File: src/rtl/xlat_pkg.sv
package xlat_pkg;
  localparam int VA_W    = 32;
  localparam int PA_W    = 32;
  localparam int OFF_MIN = 9;
  localparam int VTAG_W  = VA_W - OFF_MIN;
  localparam int PTAG_W  = PA_W - OFF_MIN;

  typedef logic [1:0] pgsel_t;

  // offset width selected by the page-size code
  function automatic int unsigned off_bits(pgsel_t s);
    case (s)
      2'b01:   return 10;
      2'b10:   return 11;
      default: return 9;
    endcase
  endfunction

  // tag bits that take part in the compare for a page size
  function automatic logic [VTAG_W-1:0] vtag_mask(pgsel_t s);
    logic [VTAG_W-1:0] m;
    m = '1;
    return m << (off_bits(s) - OFF_MIN);
  endfunction

  function automatic logic [VTAG_W-1:0] va_tag(logic [VA_W-1:0] va);
    return va[VA_W-1:OFF_MIN];
  endfunction

  function automatic logic [PTAG_W-1:0] pa_tag(logic [PA_W-1:0] pa);
    return pa[PA_W-1:OFF_MIN];
  endfunction

  function automatic logic tag_eq(logic [VTAG_W-1:0] t, logic [VA_W-1:0] va, pgsel_t s);
    return ((t ^ va_tag(va)) & vtag_mask(s)) == '0;
  endfunction

  // frame base from the entry, page offset from the request
  function automatic logic [PA_W-1:0] compose_pa(logic [PTAG_W-1:0] ptag,
                                                 logic [VA_W-1:0] va, pgsel_t s);
    logic [PA_W-1:0] lowm;
    lowm = (PA_W'(1) << off_bits(s)) - PA_W'(1);
    return ({ptag, {OFF_MIN{1'b0}}} & ~lowm) | (PA_W'(va) & lowm);
  endfunction
endpackage

File: src/rtl/xlat_cam.sv
module xlat_cam
  import xlat_pkg::*;
#(
  parameter int ENTRIES = 16,
  parameter int IDX_W   = $clog2(ENTRIES)
) (
  input  logic                          clk,
  input  logic                          rst_n,
  input  pgsel_t                        pg_sel,
  input  logic                          clr_all,
  input  logic                          wr_en,
  input  logic [IDX_W-1:0]              wr_idx,
  input  logic [VA_W-1:0]               wr_va,
  input  logic [PA_W-1:0]               wr_pa,
  input  logic                          wr_nc,
  input  logic                          inv_one,
  input  logic [VA_W-1:0]               inv_va,
  input  logic [VA_W-1:0]               lk_va,
  output logic [ENTRIES-1:0]            lk_match,
  output logic [ENTRIES-1:0]            wr_match,
  output logic [ENTRIES-1:0]            inv_match,
  output logic [ENTRIES-1:0]            valid_q,
  output logic [ENTRIES-1:0][PTAG_W-1:0] ptag_q,
  output logic [ENTRIES-1:0]            nc_q
);
  for (genvar g = 0; g < ENTRIES; g++) begin : g_ent
    logic [VTAG_W-1:0] vtag_r;
    logic              wr_sel;
    assign wr_sel = wr_en && (wr_idx == IDX_W'(g));

    always_ff @(posedge clk or negedge rst_n) begin
      if (!rst_n) begin
        valid_q[g] <= 1'b0;
        vtag_r     <= '0;
        ptag_q[g]  <= '0;
        nc_q[g]    <= 1'b0;
      end else if (clr_all) begin
        valid_q[g] <= 1'b0;
      end else if (wr_sel) begin
        valid_q[g] <= 1'b1;
        vtag_r     <= va_tag(wr_va);
        ptag_q[g]  <= pa_tag(wr_pa);
        nc_q[g]    <= wr_nc;
      end else if (inv_one && inv_match[g]) begin
        valid_q[g] <= 1'b0;
      end
    end

    assign lk_match[g]  = valid_q[g] && tag_eq(vtag_r, lk_va, pg_sel);
    assign wr_match[g]  = valid_q[g] && tag_eq(vtag_r, wr_va, pg_sel);
    assign inv_match[g] = valid_q[g] && tag_eq(vtag_r, inv_va, pg_sel);
  end
endmodule

File: src/rtl/xlat_lru.sv
module xlat_lru #(
  parameter int ENTRIES = 16,
  parameter int IDX_W   = $clog2(ENTRIES)
) (
  input  logic                     clk,
  input  logic                     rst_n,
  input  logic                     touch_en,
  input  logic [IDX_W-1:0]         touch_idx,
  output logic [IDX_W-1:0]         lru_idx,
  output logic [ENTRIES*IDX_W-1:0] ord_flat
);
  // slot 0 holds the most recent index, the last slot the oldest
  logic [IDX_W-1:0] ord_q [ENTRIES];
  logic [IDX_W-1:0] ord_d [ENTRIES];
  int unsigned      pos;

  always_comb begin
    pos = 0;
    for (int p = 0; p < ENTRIES; p++)
      if (ord_q[p] == touch_idx) pos = p;
    for (int k = 0; k < ENTRIES; k++) begin
      if (!touch_en)                 ord_d[k] = ord_q[k];
      else if (k == 0)               ord_d[k] = touch_idx;
      else if (k <= int'(pos))       ord_d[k] = ord_q[k-1];
      else                           ord_d[k] = ord_q[k];
    end
  end

  always_ff @(posedge clk or negedge rst_n) begin
    if (!rst_n) begin
      for (int k = 0; k < ENTRIES; k++) ord_q[k] <= IDX_W'(k);
    end else begin
      for (int k = 0; k < ENTRIES; k++) ord_q[k] <= ord_d[k];
    end
  end

  assign lru_idx = ord_q[ENTRIES-1];

  for (genvar k = 0; k < ENTRIES; k++) begin : g_flat
    assign ord_flat[k*IDX_W +: IDX_W] = ord_q[k];
  end
endmodule

File: src/rtl/xlat_buf.sv
module xlat_buf
  import xlat_pkg::*;
#(
  parameter int ENTRIES = 16
) (
  input  logic        clk,
  input  logic        rst_n,
  input  logic [1:0]  pg_sel,
  input  logic        lk_valid,
  input  logic [31:0] lk_va,
  output logic        lk_hit,
  output logic        lk_miss,
  output logic [31:0] lk_pa,
  output logic        lk_nc,
  input  logic        wr_en,
  input  logic [31:0] wr_va,
  input  logic [31:0] wr_pa,
  input  logic        wr_nc,
  input  logic        inv_one,
  input  logic [31:0] inv_va,
  input  logic        inv_all
);
  localparam int IDX_W = $clog2(ENTRIES);

  pgsel_t                         pg_q;
  logic                           pg_chg;
  logic                           clr_all;
  logic [ENTRIES-1:0]             lk_match, wr_match, inv_match, valid_q, nc_q;
  logic [ENTRIES-1:0][PTAG_W-1:0] ptag_q;
  logic [IDX_W-1:0]               hit_idx, wr_idx, lru_idx, touch_idx;
  logic                           hit_any, wr_live, touch_en;
  logic [ENTRIES*IDX_W-1:0]       ord_flat;

  // page-size change flushes the buffer
  always_ff @(posedge clk or negedge rst_n) begin
    if (!rst_n) pg_q <= 2'b00;
    else        pg_q <= pg_sel;
  end
  assign pg_chg  = (pg_sel != pg_q);
  assign clr_all = inv_all || pg_chg;

  xlat_cam #(.ENTRIES(ENTRIES), .IDX_W(IDX_W)) u_cam (
    .clk, .rst_n, .pg_sel, .clr_all,
    .wr_en, .wr_idx, .wr_va, .wr_pa, .wr_nc,
    .inv_one, .inv_va, .lk_va,
    .lk_match, .wr_match, .inv_match, .valid_q, .ptag_q, .nc_q
  );

  // encode the hit entry
  always_comb begin
    hit_idx = '0;
    for (int i = 0; i < ENTRIES; i++)
      if (lk_match[i]) hit_idx |= IDX_W'(i);
  end

  assign hit_any = (|lk_match) && !pg_chg;
  assign lk_hit  = lk_valid && hit_any;
  assign lk_miss = lk_valid && !hit_any;
  assign lk_pa   = lk_hit ? compose_pa(ptag_q[hit_idx], lk_va, pg_sel) : '0;
  assign lk_nc   = lk_hit && nc_q[hit_idx];

  // install target: covering entry, else lowest invalid, else LRU
  always_comb begin
    wr_idx = lru_idx;
    for (int i = ENTRIES-1; i >= 0; i--)
      if (!valid_q[i]) wr_idx = IDX_W'(i);
    for (int i = 0; i < ENTRIES; i++)
      if (wr_match[i]) wr_idx = IDX_W'(i);
  end

  assign wr_live   = wr_en && !clr_all;
  assign touch_en  = wr_live || lk_hit;
  assign touch_idx = wr_live ? wr_idx : hit_idx;

  xlat_lru #(.ENTRIES(ENTRIES), .IDX_W(IDX_W)) u_lru (
    .clk, .rst_n, .touch_en, .touch_idx, .lru_idx, .ord_flat
  );
endmodule

File: config.mk
export PLATFORM = sky130hd
export DESIGN_NAME = xlat_buf
export DESIGN_NICKNAME = d
export VERILOG_FILES = /design/src/rtl/xlat_pkg.sv /design/src/rtl/xlat_cam.sv /design/src/rtl/xlat_lru.sv /design/src/rtl/xlat_buf.sv
export SDC_FILE = /design/constraint.sdc
export NUM_CORES = 2
export LEC_CHECK = 0
export BUFFER_PORTS_ARGS = -buffer_cell sky130_fd_sc_hd__buf_4
export CORE_UTILIZATION = 65
export DETAILED_ROUTE_END_ITERATION = 16
export GPL_TIMING_DRIVEN = 0
export PLACE_DENSITY = 0.9
export REMOVE_ABC_BUFFERS = 1
export SLEW_MARGIN = 10
export SYNTH_ARGS = -nofsm -noshare
export SYNTH_HDL_FRONTEND = slang
export SYNTH_SLANG_ARGS = --single-unit
File: constraint.sdc
create_clock -name clk -period 10.3 [get_ports clk]
set_input_delay 2.06 -clock clk [delete_from_list [all_inputs] [get_ports clk]]
set_output_delay 2.06 -clock clk [all_outputs]
set_load 0.005 [all_outputs]
==> summary.txt <==
Critical path
  – Crit path top cell by count: a211oi_1
  – CP max FO: 50
  – Crit end category: primary output
  – Worst path cell trace: buf_4 > inv_1 > ha_4 > a211oi_1 > o2111ai_1 > nor4_2 > a41oi_1 > nand4_1 > nor2_4 > buf_12 > buf_16 > buf_12 > nor2b_1 > a211oi_1 > a21oi_1 > a211oi_1 > a21oi_1 > mux2i_1 > nor2b_1 > buf_4
  – R2r startpoint: u_cam.g_ent[11].vtag_r[1]
  – Worst path max stage delay: just over 0.8 ns
  – CP Class: in -> out
  – Worst Reg-to-Reg Cells: 17
  – Data required time of the worst path: 8.24 ns
  – Reg-to-Reg End: u_lru.ord_flat[14]
  – Startpoint type of the worst setup path: primary input
  – CP max stage cell: ha_4
  – R2R setup slack: 3.76 ns
  – Worst EP arrival: slightly below 8 ns

Worst hold path
  – Hold Crit Depth: 2
  – Hold EP: u_lru.ord_flat[35]
  – Hold path start: u_lru.ord_flat[35]
  – HP Class: reg -> reg

Die
  – # rows: 102
  – Die area: slightly below 0.08 mm^2
  – Die W: 281.5 um
  – Number of I/O pins: approximately 170
  – Core area: 0.07734 mm^2
  – Initial core utilization: 65.66%
  – Die Y-Extent: 281.5 um

Job
  – Max Cap Violations: 0

Drt
  – Routed len/inst: between 30 and 40 um
  – Drt via density: between 7 and 8
  – Initial DRC Count: 5,374
  – Vias: roughly 38,000
  – Post-route DRC violation count: 0
  – DRT Pass-1 Iters: 14
  – Final wirelength: 166.7 mm
  – Routed Antenna Nets: 0

Global route
  – First-pass GRT wire length: between 200 and 250 mm
  – Initial antenna violation count: 2
  – Global route total overflow: 0
  – Vias in the first global route: 39,550
  – Largest net degree at the start of global routing: between 100 and 150
  – GRT Total Usage: 42.18%

Place
  – Post-DP Area: ~0.053 mm^2
  – RD Place Congestion: between 1 and 1.5
  – Dpl ws: between 0.8 and 0.9 ns
  – IO buf count: about 140
  – HPWL Detailed: 94.90 mm

Synthesis
  – Yosys Warn Count: 0
  – Mapped Avg Cell Area: roughly 11 um^2
  – Largest area contributor in the netlist: dfrtp_1
  – Post-synth EDFFs: 0
  – Share of flip-flops with an asynchronous set or reset: between 90% and 100%
  – Flop and latch count out of synthesis: about 830
  – Cells after Synth: about 4,400
  – Synth top area share: ~40%
  – Synth cell types: about 90
  – Top FF cell, synth: dfrtp_1
  – Sequential share of the synthesized area: between 40% and 50%
  – Synthesized area: 0.05078 mm^2
  – Top area cells in the synthesized netlist: dfrtp_1 (40%), mux2_2 (19%), xor2_1 (10%)

STA
  – Final worst slack: 0.5067 ns
  – Fin crit share: 95.08%
  – Clock Skew: around 0.037 ns
  – Final TNS setup: 0 ns
  – Max Clock Freq: 102.1 MHz
  – Final hold violation count: 0
  – Setup violators final: 0
  – Rel. slew slack: 12.85%
  – WHS: 0.4765 ns
  – Unrepaired setup endpoints after global routing: false
  – Post-layout min period: 9.793 ns
  – Least-Margin Pin Slew: roughly 1.3 ns
  – Slew Viols, Final: 0

Clocking
  – Clk_lat worst skew: 0.69 ns
  – CTS root buf: clkbuf_16
  – CTS buffer count: 90
  – Clk slew on worst S/H paths: ~0.050 ns
  – Worst-case clock buffer depth: 3
  – Postcts setup bufs: 0
  – CTS tree: yes
  – H-tree depth: 3
  – Clk sink count: ~830
  – PostCTS Resize Cnt: 0
  – Hold buffer count at CTS: 0

Final layout
  – Fillers: between 5,000 and 6,000
  – Share of cells above drive strength 1: between 30% and 40%
  – Final Instance Area: 0.05575 mm^2
  – P&R area growth vs syn: 9.786%
  – Fin nets: between 4,000 and 5,000

Power and ir drop
  – VDD IR max: ~180 uV
  – Static Leak: roughly 27 nW
  – Cell Pwr Density: about 150 mW/mm^2
  – Design Power: slightly above 8 mW

Status
  – Status: completed
==> cells by family (layout without fill, tap and decap cells) <==
logic type | Yosys count | in the layout | share of synthesized area, %
DFF | 834 | 834 | 41.17
xor gates and xnor gates | 1160 | 1160 | 20.07
and+or+nand+nor | 681 | 681 | 7.482
other | 0 | 2 | 0
muxes | 995 | 995 | 21.94
adders and majority gates | 3 | 3 | 0.07392
buffers and inverters | 393 | 398 | 4.009
AOI/OAI and AO/OA | 350 | 350 | 5.255
==> critical path: cells and delay by family <==
family / cells / cell delay, ns
compound gates: 7 / 1.80
fa+ha+maj: 1 / 0.82
buf+inv: 6 / 1.05
mux: 1 / 0.34
simple gates: 5 / 1.56
==> layout by cell type, fill, tap and decap left out, drive strengths merged, types with 23 or more instances in the layout <==
| master | Yosys | routed |
|---|---|---|
| nand3 | 34 | 34 |
| nor2 | 44 | 44 |
| a2111oi | 24 | 24 |
| buf | 182 | 215 |
| o211ai | 102 | 102 |
| dfrtp | 802 | 802 |
| mux2i | 98 | 98 |
| dfstp | 32 | 32 |
| xor2 | 597 | 597 |
| mux2 | 897 | 897 |
| nand2 | 176 | 176 |
| inv | 19 | 23 |
| clkbuf | 192 | 132 |
| o211a | 23 | 23 |
| o21ai | 92 | 92 |
| nor4 | 168 | 168 |
| xnor2 | 563 | 563 |
| nand4 | 160 | 160 |
| o2111ai | 24 | 24 |
==> cells in the mapped netlist, types with 5 or more instances <==
library cell and number:
a31o_2 11, and2_1 11, nand4b_1 12, clkbuf_1 192, buf_2 48, a21oi_1 13
nand3_1 34, dfstp_2 32, xnor2_1 559, buf_4 25, nor4_1 163, o211a_1 23
xor2_1 597, and3_1 15, o21ai_0 86, mux2i_1 98, nor2b_1 9, mux2_1 11
a2111oi_0 22, inv_1 18, o211ai_1 102, a211oi_1 14, mux2_4 16, nand2_1 176
mux2_2 870, nor2_1 43, dfrtp_1 802, buf_1 56, nand4_1 157, o2111ai_1 23
nor3_1 21, o21ai_1 5, buf_6 52
==> how the worst max path moves through the flow <==
stage / from / depth (start not counted) / slack, ns / end
2_1_floorplan: pg_sel[0] / 13 / -9.97 / lk_pa[10]
3_3_place_gp: pg_sel[0] / 13 / -21.71 / lk_pa[10]
3_5_place_dp: pg_sel[0] / 20 / 0.88 / lk_pa[9]
4_1_cts: pg_sel[0] / 20 / 0.77 / lk_pa[9]
5_1_grt: pg_sel[0] / 20 / 0.43 / lk_pa[9]
6_report: pg_sel[0] / 20 / 0.51 / lk_pa[9]
==> final cells by class <==
cell class | instances | area [um^2] | share of cell area (%)
antenna | 2 | 5.005 | 0.008977
clock buffer | 132 | 2630 | 4.717
clock inverter | 32 | 574.3 | 1.030
inverter | 19 | 71.32 | 0.1279
multi-input combinational | 3189 | 28010 | 50.25
sequential | 834 | 20910 | 37.50
tap | 1040 | 1301 | 2.334
timing repair buffer | 215 | 2247 | 4.031
==> flip-flops by register name, indices dropped and copies added (netlist names) <==
signal              cells
u_cam.valid_q          16
u_cam.nc_q             16
u_cam.ptag_q          368
pg_q                    2
u_cam.g_ent.vtag_r    368
u_lru.ord_flat         60
u_lru.lru_idx           4
==> per-layer routing <==
layer / global-route usage, % / part of all wire [%] / vias to the layer above
met4: 28.21 / 8.1 / 2
li1: - / - / 15430
met5: 0 / 0.0078 / -
met1: 52.29 / 36 / 19130
met2: 61.44 / 42 / 2794
met3: 15.76 / 14 / 1009
==> stage by stage <==
step	cells	utilization [%]
finish	5463	72.09
CTS	5461	72.08
floorplan	4042	-
global route	5461	72.08
detailed placement	5297	67.94
global placement	5226	66.20
==> report_power, final <==
group	leakage [nW]	switching, mW	internal, mW
registers	11.4	0.149	3.42
clock network	1.56	1.45	2.07
logic	14.0	0.717	0.456
total	26.9	2.31	5.94
(Power assumes the default switching activity.)
